--- src/rtl/vsat_pkg.sv ---
package vsat_pkg;

    localparam int VEC_BYTES_DEF = 16;
    localparam int NUM_SIZES     = 3;

    typedef enum logic [1:0] {
        SZ_BYTE = 2'b00,
        SZ_HALF = 2'b01,
        SZ_WORD = 2'b10,
        SZ_RSVD = 2'b11
    } size_e;

    localparam logic [1:0] OPC_ABS = 2'b01;
    localparam logic [1:0] OPC_NEG = 2'b11;

    typedef struct packed {
        logic  legal;
        logic  negate;
        size_e size;
    } dec_t;

    function automatic dec_t decode_fields(input logic [1:0] opc, input logic [1:0] szc);
        dec_t d;
        d.size   = size_e'(szc);
        d.negate = (opc == OPC_NEG);
        d.legal  = ((opc == OPC_ABS) || (opc == OPC_NEG)) && (d.size != SZ_RSVD);
        return d;
    endfunction

endpackage

--- src/rtl/vsat_decode.sv ---
module vsat_decode
    import vsat_pkg::*;
(
    input  logic [1:0] op_fld,
    input  logic [1:0] size_fld,
    output dec_t       dec
);
    always_comb begin
        dec = decode_fields(op_fld, size_fld);
    end
endmodule

--- src/rtl/vsat_lane.sv ---
module vsat_lane #(
    parameter int W = 8
) (
    input  logic [W-1:0] x,
    input  logic         negate,
    output logic [W-1:0] y,
    output logic         sat
);
    localparam logic [W-1:0] MINV = {1'b1, {(W-1){1'b0}}};
    localparam logic [W-1:0] MAXV = ~MINV;

    logic [W-1:0] neg_x;
    logic         is_min;

    always_comb begin
        neg_x  = '0 - x;
        is_min = (x == MINV);
        sat    = is_min;
        if (is_min)
            y = MAXV;
        else if (negate || x[W-1])
            y = neg_x;
        else
            y = x;
    end
endmodule

--- src/rtl/vsat_lane_array.sv ---
module vsat_lane_array #(
    parameter int VB = 16,
    parameter int EB = 1
) (
    input  logic [VB*8-1:0] src,
    input  logic [VB-1:0]   mask,
    input  logic            negate,
    output logic [VB*8-1:0] res,
    output logic            hit
);
    localparam int W     = EB * 8;
    localparam int LANES = VB / EB;

    logic [LANES-1:0] lane_sat;
    logic [LANES-1:0] lane_hit;

    for (genvar ln = 0; ln < LANES; ln++) begin : g_lane
        vsat_lane #(.W(W)) lane_i (
            .x      (src[ln*W +: W]),
            .negate (negate),
            .y      (res[ln*W +: W]),
            .sat    (lane_sat[ln])
        );
        assign lane_hit[ln] = lane_sat[ln] & mask[ln*EB];
    end

    assign hit = |lane_hit;
endmodule

--- src/rtl/vsat_merge.sv ---
module vsat_merge #(
    parameter int VB = 16
) (
    input  logic            clk,
    input  logic            rst,
    input  logic [VB*8-1:0] res,
    input  logic [VB*8-1:0] old,
    input  logic [VB-1:0]   mask,
    input  logic            en,
    output logic [VB*8-1:0] dst
);
    for (genvar b = 0; b < VB; b++) begin : g_byte
        logic we;
        assign we = en & mask[b];
        assign dst[b*8 +: 8] = we ? res[b*8 +: 8] : old[b*8 +: 8];

        AST_MASK_KEEP: assert property (@(posedge clk) disable iff (rst)
            !mask[b] |-> (dst[b*8 +: 8] == old[b*8 +: 8]))
            else $error("unpredicated byte altered");
    end
endmodule

--- src/rtl/vsat_unary_unit.sv ---
module vsat_unary_unit
    import vsat_pkg::*;
#(
    parameter int VEC_BYTES = VEC_BYTES_DEF
) (
    input  logic                   clk,
    input  logic                   rst,
    input  logic                   qc_clr,
    input  logic                   issue,
    input  logic [1:0]             op_fld,
    input  logic [1:0]             size_fld,
    input  logic [VEC_BYTES*8-1:0] src_vec,
    input  logic [VEC_BYTES*8-1:0] old_dst,
    input  logic [VEC_BYTES-1:0]   pred_mask,
    output logic [VEC_BYTES*8-1:0] dst_vec,
    output logic                   decode_ok,
    output logic                   qc_flag
);
    localparam int VEC_BITS = VEC_BYTES * 8;

    dec_t                dec;
    logic [VEC_BITS-1:0] res_all [NUM_SIZES];
    logic [NUM_SIZES-1:0] hit_all;
    logic [VEC_BITS-1:0] res_sel;
    logic                hit_sel;
    logic                qc_hit;

    vsat_decode dec_i (
        .op_fld   (op_fld),
        .size_fld (size_fld),
        .dec      (dec)
    );

    for (genvar g = 0; g < NUM_SIZES; g++) begin : g_size
        vsat_lane_array #(.VB(VEC_BYTES), .EB(1 << g)) arr_i (
            .src    (src_vec),
            .mask   (pred_mask),
            .negate (dec.negate),
            .res    (res_all[g]),
            .hit    (hit_all[g])
        );
    end

    always_comb begin
        unique case (dec.size)
            SZ_BYTE: begin res_sel = res_all[0]; hit_sel = hit_all[0]; end
            SZ_HALF: begin res_sel = res_all[1]; hit_sel = hit_all[1]; end
            SZ_WORD: begin res_sel = res_all[2]; hit_sel = hit_all[2]; end
            default: begin res_sel = old_dst;    hit_sel = 1'b0;       end
        endcase
    end

    assign decode_ok = dec.legal;
    assign qc_hit    = dec.legal & hit_sel;

    vsat_merge #(.VB(VEC_BYTES)) merge_i (
        .clk  (clk),
        .rst  (rst),
        .res  (res_sel),
        .old  (old_dst),
        .mask (pred_mask),
        .en   (dec.legal),
        .dst  (dst_vec)
    );

    always_ff @(posedge clk) begin
        if (rst)
            qc_flag <= 1'b0;
        else if (qc_clr)
            qc_flag <= 1'b0;
        else if (issue && qc_hit)
            qc_flag <= 1'b1;
    end

    AST_BAD_OP_KEEP: assert property (@(posedge clk) disable iff (rst)
        (op_fld != OPC_ABS && op_fld != OPC_NEG) |-> (dst_vec == old_dst && !qc_hit))
        else $error("illegal op wrote destination");
    AST_RSV_SIZE_KEEP: assert property (@(posedge clk) disable iff (rst)
        (size_fld == 2'b11) |-> (dst_vec == old_dst && !qc_hit))
        else $error("reserved size wrote destination");
    AST_QC_STICKY: assert property (@(posedge clk) disable iff (rst)
        (qc_flag && !qc_clr) |=> qc_flag)
        else $error("flag dropped without clear");
    AST_QC_CLEAR: assert property (@(posedge clk) disable iff (rst)
        qc_clr |=> !qc_flag)
        else $error("clear did not win");
    AST_QC_IDLE: assert property (@(posedge clk) disable iff (rst)
        (!issue && !qc_clr) |=> $stable(qc_flag))
        else $error("flag moved while idle");
    AST_QC_NO_HIT: assert property (@(posedge clk) disable iff (rst)
        (!qc_flag && !qc_hit) |=> !qc_flag)
        else $error("flag set without contributing lane");
    AST_RST_CLEAR: assert property (@(posedge clk)
        rst |=> !qc_flag)
        else $error("reset did not clear flag");
endmodule

--- config.mk ---
export PLATFORM = sky130hd
export DESIGN_NAME = vsat_unary_unit
export DESIGN_NICKNAME = d
export VERILOG_FILES = /design/src/rtl/vsat_pkg.sv /design/src/rtl/vsat_decode.sv /design/src/rtl/vsat_lane.sv /design/src/rtl/vsat_lane_array.sv /design/src/rtl/vsat_merge.sv /design/src/rtl/vsat_unary_unit.sv
export SDC_FILE = /design/constraint.sdc
export NUM_CORES = 1
export LEC_CHECK = 0
export BUFFER_PORTS_ARGS = -buffer_cell sky130_fd_sc_hd__clkbuf_2
export CAP_MARGIN = 20
export CORE_ASPECT_RATIO = 1.5
export CORE_MARGIN = 5
export CORE_UTILIZATION = 57
export CTS_CLUSTER_DIAMETER = 50
export DETAILED_ROUTE_END_ITERATION = 8
export GPL_TIMING_DRIVEN = 0
export PLACE_DENSITY = 0.83
export SETUP_SLACK_MARGIN = 0.05
export SYNTH_ARGS = -nofsm -noshare
export SYNTH_HDL_FRONTEND = slang
export SYNTH_HIERARCHICAL = 1
export SYNTH_SLANG_ARGS = --single-unit
export TNS_END_PERCENT = 50
--- constraint.sdc ---
create_clock -name clk -period 13.6 [get_ports clk]
set_input_delay 4.08 -clock clk [delete_from_list [all_inputs] [get_ports clk]]
set_output_delay 4.08 -clock clk [all_outputs]
set_load 0.02 [all_outputs]
==> metrics.md, run 1 <==
| Metric | Value |
|---|---|
| Setup ws final | around 2.2 ns |
| R2r endpoint | qc_flag |
| Flop pwr share | 0.004 |
| Vias in the first global route | 19800 |
| Chip width | 151 µm |
| Pwr per Cell Area | about 36 nW/µm² |
| Initial antenna violation count | 7 |
| Clock skew | 0 ns |
| Final instance area | about 20000 µm² |
| P_leak | 8.09 nW |
| Place WS | around 2.3 ns |
| RSZ-0062 raised after global routing | no |
| Yosys reg bits | 1 |
| Setup violators final | 0 |
| Cell area after placement | 19600 µm² |
| HP Class | reg2reg |
| Crit-path max FO | 68 |
| Synth cell types | 67 |
| Area contributors post-synth | mux4_2 17%, mux2_2 8.7%, nand2_1 5.5%, xnor2_1 4.3%, nor2_1 4.1% |
| Final ANT Viol Nets | 0 |
| Regs by FF count | qc_flag (1) |
| Post-Route M1 WL | roughly 23 mm |
| Syn_nets | 2512 |
| Initial Util | 0.576 |
| Max cap viols | 0 |
| Top Metal Used | met5 |
| Fill cell count | ~2600 |
| CP max stage delay | ~0.65 ns |
| Worst-Margin Slew | 0.807 ns |
| Outcome | completed |
| DR WL met3 | around 6.4 mm |
| Total Wirelength | ~67 mm |
| Pin count of the biggest net entering global routing | a little under 70 |
| # DRC | 0 |
| Most used flip-flop cell after synthesis | dfxtp_1 |
| Routed length per instance | approximately 22 µm |
| Combinational Power Share | 0.996 |
| End-of-flow core utilization | 0.665 |
| Ys Warns | 6 |
| Worst R2R Path Depth | 2 |
| Setup crit end kind | output port |
| Top reg by flops | qc_flag |
| VDD IR max | roughly 0.000028 V |
| Sw frac | 0.565 |
| Cell mode on critical path | clkbuf_2 |
| # hold bufs at CTS | 0 |
| Die area | between 30000 and 40000 µm² |
| Max transition margin | 0.460 |
| DR vias/cell | 6.88 |
| Clock Latency Late Sink | 0 ns |
| CP arrival | 7.32 ns |
| Worst path slowest cell | nor2_1 |
| Delay-heaviest family, CP | buffers and inverters |
| Crit start category | input port |
| Die height | ~220 µm |
| Core area | 29500 µm² |
| Flop-to-flop setup slack | roughly 13 ns |
| P_sw | 404 µW |
| Routability cong. | ~1.0 |
| Layout cells sized above 1 | 0.353 |
| Hold path cells | 2 |
| Number of synthesized flops with an enable pin | 0 |
| Final hold vios | 0 |
| Synth top area share | 0.170 |
| Tot GR Track Use | 0.372 |
| Mean Syn Cell Area | ~7.7 µm² |
| Int Pwr | 310 µW |
| Seq/Total Area, Yosys | 0.00118 |
| Remaining global-route overflow | 0 |
| Slew Limit Fails | 0 |
| Hold Startpoint | qc_flag |
| Critical path type | in2out |
| Post-synth top area cell | mux4_2 |
| Layout Nets | roughly 2900 |
| Via count | between 20000 and 25000 |
| Worst-path clk slew | 0 ns |
| I/O Buffers | between 400 and 500 |
| Mapped Cells | ~2200 |
| Peak Freq | 87.8 MHz |
| Number of top-level pins | about 400 |
| Asr flop ratio synth | 0 |
| Fin Setup TNS | 0 ns |
| Max reg flops | 1 |
| Cell-by-cell trace of the critical path | clkbuf_2 > and2_4 > buf_16 > nor2_1 > clkbuf_1 > a21oi_1 > xnor2_1 > nand2_1 > mux4_2 > mux2_2 > clkbuf_2 |
| Clock network power share | 0 |
| Final min period | 11.40 ns |
| Worst Path Required | between 9 and 10 ns |
| Hold Path Sink | qc_flag |
| CP bufs+invs | 4 |
| Post-Syn Area | about 17000 µm² |
| Core Rows | between 70 and 80 |
| Area Growth Syn to Fin | 15.4% |
| First-pass iteration count of the detailed router | 7 |
| Met2 wire length | about 32 mm |
| Worst r2r src | qc_flag |
| Post-CTS sizing | 0 |
| Final worst path period share | 0.838 |
| Half-perimeter wire length after placement | ~53 mm |
| Iter 0 DRT Violations | roughly 1700 |
| Setup Fix Bufs, Post-CTS | 0 |
| First-pass GRT wire length | roughly 100 mm |
## worst min-delay path: cells and delay by family (launching register included)
kind	cells	cell delay, ns
DFF	1	0.32
AOI/OAI and AO/OA	2	0.25
## kinds of logic after synthesis
logic type      synth area share
xor+xnor                  0.0598
simple gates               0.347
buf+inv                   0.0668
flops                    0.00118
mux                        0.291
fa+ha+maj                 0.0206
compound gates             0.214
## synthesized netlist by cell type, types with 44 or more instances
cell type    n
nand2_1    247
nor2_1     184
a21oi_1    132
mux2_2     132
mux4_2     128
o21ai_0    108
inv_1      101
nor3_1      84
xnor2_1     84
or3_1       72
mux2i_1     57
a211oi_1    52
nand3_1     48
nor4_1      44
## power groups by stage
stage / sequential (mW) / combinational, mW / clock (mW)
6_report: 0.00300 / 0.712 / 0.0000000394
5_1_grt: 0.00300 / 0.758 / 0.00000000984
4_1_cts: 0.00300 / 0.698 / 0
3_5_place_dp: 0.00300 / 0.695 / 0
3_3_place_gp: 0.00300 / 0.682 / 0
2_1_floorplan: 0.00300 / 0.450 / 0
## area by class of cell
type                       instances  area [µm²]  area share
sequential                         1        20.0     0.00102
buffer                           105         706      0.0360
timing repair buffer             411        2100       0.107
tap                              395         494      0.0252
multi-input combinational       1985       15800       0.808
inverter                         113         429      0.0219
antenna                            4        10.0    0.000511
## layout by cell type, fill, tap and decap left out, types with 43 or more instances in the layout
cell type / Yosys / routed
mux2_2: 132 / 132
a211oi_1: 52 / 52
or3_1: 72 / 72
o21ai_0: 108 / 108
clkbuf_2: 0 / 409
a21oi_1: 132 / 132
nor3_1: 84 / 84
buf_2: 43 / 43
mux2i_1: 57 / 57
xnor2_1: 84 / 84
nand3_1: 48 / 48
inv_1: 101 / 101
nand2_1: 247 / 247
nor4_1: 44 / 44
mux4_2: 128 / 128
nor2_1: 184 / 184
## per-stage QoR
step	hold WS, ns	std cells	power [mW]
after floorplan	0.672	2204	0.453
after global placement	0.617	3008	0.685
after detailed placement	0.630	3010	0.698
after CTS	0.630	3010	0.701
after global routing	0.649	3011	0.761
final	0.628	3014	0.715
## layer usage
| layer | vias up | GRT usage |
|---|---|---|
| met5 | - | 0 |
| met4 | 10 | 0.202 |
| met3 | 295 | 0.0661 |
| met2 | 1261 | 0.645 |
| met1 | 9817 | 0.425 |
| li1 | 9352 | - |
## worst max-delay path by stage
stage	endpoint	slack, ns	startpoint	cells past startpoint
2_1_floorplan	dst_vec[106]	0.67	op_fld[0]	8
3_3_place_gp	dst_vec[52]	-2.51	op_fld[1]	10
3_5_place_dp	dst_vec[52]	2.29	op_fld[1]	11
4_1_cts	dst_vec[52]	2.28	op_fld[1]	11
5_1_grt	dst_vec[36]	2.11	op_fld[1]	11
6_report	dst_vec[52]	2.20	op_fld[1]	11
(Power assumes the default switching activity.)
==> run 2: changes to the inputs <==
--- a/config.mk
+++ b/config.mk
@@ -9,11 +9,11 @@
 export CAP_MARGIN = 20
 export CORE_ASPECT_RATIO = 1.5
 export CORE_MARGIN = 5
-export CORE_UTILIZATION = 57
+export CORE_UTILIZATION = 52
 export CTS_CLUSTER_DIAMETER = 50
 export DETAILED_ROUTE_END_ITERATION = 8
 export GPL_TIMING_DRIVEN = 0
-export PLACE_DENSITY = 0.83
+export PLACE_DENSITY = 0.8
 export SETUP_SLACK_MARGIN = 0.05
 export SYNTH_ARGS = -nofsm -noshare
 export SYNTH_HDL_FRONTEND = slang
==> constraint.sdc (replaced) <==
create_clock -name clk -period 9.52 [get_ports clk]
set_input_delay 2.856 -clock clk [delete_from_list [all_inputs] [get_ports clk]]
set_output_delay 2.856 -clock clk [all_outputs]
set_load 0.02 [all_outputs]
==> metrics.md, run 2 (synthesis gave the netlist of run 1 again) <==
| Metric | Value |
|---|---|
| Initial Util | 0.524 (was 0.576) |
| Routability cong. | 0.989 (was 1.03) |
| Half-perimeter wire length after placement | 53.8 mm (was 53.0 mm) |
| Final min period | between 9 and 10 ns |
| Final hold vios | 0 (unchanged) |
| Via count | 20500 (was 20700) |
| Final worst path period share | 0.952 |
| Remaining global-route overflow | 0 (unchanged) |
| Fin cells | 3036 (was 3014) |
| Fill cell count | 2974 (was 2584) |
| Layout cells sized above 1 | 0.353 (unchanged) |
| Die height | 231 µm (was 221 µm) |
| Placed insts | 3030 (was 3010) |
| DR vias/cell | 6.76 (was 6.88) |
| Worst r2r src | qc_flag (unchanged) |
| Number of top-level pins | 410 (unchanged) |
| Most frequent cells in the layout | 409 x clkbuf_2, 247 x nand2_1, 184 x nor2_1 (unchanged) |
| Final ANT Viol Nets | 0 (unchanged) |
| Slew Limit Fails | 0 (unchanged) |
| Clock Latency Late Sink | 0 ns (about the same) |
| Worst Path Required | 6.66 ns (was 9.52 ns) |
| Vias in the first global route | 19500 (was 19800) |
| First-pass GRT wire length | 104 mm (was 103 mm) |
| Area occupied by registers | 20.0 µm² (unchanged) |
| Max reg flops | 1 (unchanged) |
| Tot GR Track Use | 0.346 (was 0.372) |
| Worst-path clk slew | 0 ns (about the same) |
| Outcome | completed (unchanged) |
| Area Growth Syn to Fin | 15.5% (was 15.4%) |
| Top reg by flops | qc_flag (unchanged) |
| Iter 0 DRT Violations | 1809 (was 1672) |
| Hold path cells | 2 (unchanged) |
| Worst-Margin Slew | 0.817 ns (was 0.807 ns) |
| Core Rows | 81 (was 77) |
| Total Wirelength | 67.4 mm (was 66.7 mm) |
| CP arrival | 6.21 ns (was 7.32 ns) |
| Beginning of the critical path | op_fld[1] (unchanged) |
| Setup crit end kind | output port (unchanged) |
| Worst R2R Path Depth | 2 (unchanged) |
| WHS | 0.661 ns (was 0.628 ns) |
| Chip width | 158 µm (was 151 µm) |
| HP Class | reg2reg (unchanged) |
| First-pass iteration count of the detailed router | 7 (unchanged) |
| Crit start category | input port (unchanged) |
| P_leak | 8.09 nW (about the same) |
| Hold Startpoint | qc_flag (unchanged) |
| Layout Nets | 2925 (unchanged) |
| Area occupied by multi-input gates | 15800 µm² (unchanged) |
| Setup violators final | 0 (unchanged) |
| Post-CTS sizing | 0 (unchanged) |
| Crit-path max FO | 92 (was 68) |
| Pin count of the biggest net entering global routing | 93 (was 69) |
| Fin Setup TNS | 0 ns (unchanged) |
| Critical path type | in2out (unchanged) |
| Max transition margin | 0.453 (was 0.460) |
| I/O Buffers | 409 (unchanged) |
| Max cap viols | 0 (unchanged) |
| Peak Freq | about 110 MHz |
| Regs by FF count | qc_flag (1) (unchanged) |
| Pwr per Cell Area | 52.1 nW/µm² (was 36.5 nW/µm²) |
| Clock skew | 0 ns (unchanged) |
| Routed length per instance | 22.2 µm (was 22.1 µm) |
| Core area | 32400 µm² (was 29500 µm²) |
| # DRC | 0 (unchanged) |
| Die area | 36500 µm² (was 33400 µm²) |
| Setup Fix Bufs, Post-CTS | 0 (unchanged) |
| Initial antenna violation count | 11 (was 7) |
| RSZ-0062 raised after global routing | no (unchanged) |
| Commonest non-fill, non-tap cell in the layout | clkbuf_2 (unchanged) |
| # hold bufs at CTS | 0 (unchanged) |
| VDD IR max | 0.0000479 V (was 0.0000278 V) |
[run 2: through the flow]
stage	total power, mW	utilization	cell area [µm²]	setup WS (ns)
final	1.02	0.605	19600	0.453
after global routing	1.09	0.605	19600	0.283
after CTS	1.01	0.605	19600	0.546
after detailed placement	1.00	0.605	19600	0.558
after global placement	0.984	0.603	19600	-1.47
after floorplan	0.645	-	17000	0.528
[run 2: layer usage]
layer,share of wire,up-vias,track usage,routed length [µm]
met5,0.0015,-,0,102
met3,0.088,265,0.0499,5930
met2,0.50,1199,0.609,33400
met1,0.36,9700,0.410,24200
met4,0.056,16,0.159,3800
li1,-,9335,-,-
[run 2: layout make-up]
cell class                      count  area share
Inverter                          113      0.0219
Antenna cell                        6    0.000765
Multi-Input combinational cell   1985       0.807
Tap cell                          415      0.0265
Sequential cell                     1     0.00102
Buffer                            105      0.0359
Timing Repair Buffer              411       0.107
[run 2: worst max-delay path, cell delays in order]
cell and delay, ns:
clkbuf_2 0.08, and2_4 0.20, buf_16 0.21, buf_16 0.28
nor2_1 0.68, clkbuf_1 0.55, nor2_1 0.11, xnor2_1 0.17
nand2_1 0.07, mux4_2 0.48, mux2_2 0.30, clkbuf_2 0.16
[run 2: worst paths after layout]
check	to	slack (ns)
setup reg to reg	qc_flag	8.53
setup / recovery	dst_vec[36]	0.45
hold / removal	qc_flag	0.66
hold reg to reg	qc_flag	0.66
[run 2: report_power, final]
part | internal (mW) | switching [mW]
combinational | 0.439 | 0.579
sequential | 0.00428 | 0.00000397
clock | 0.000000352 | 0
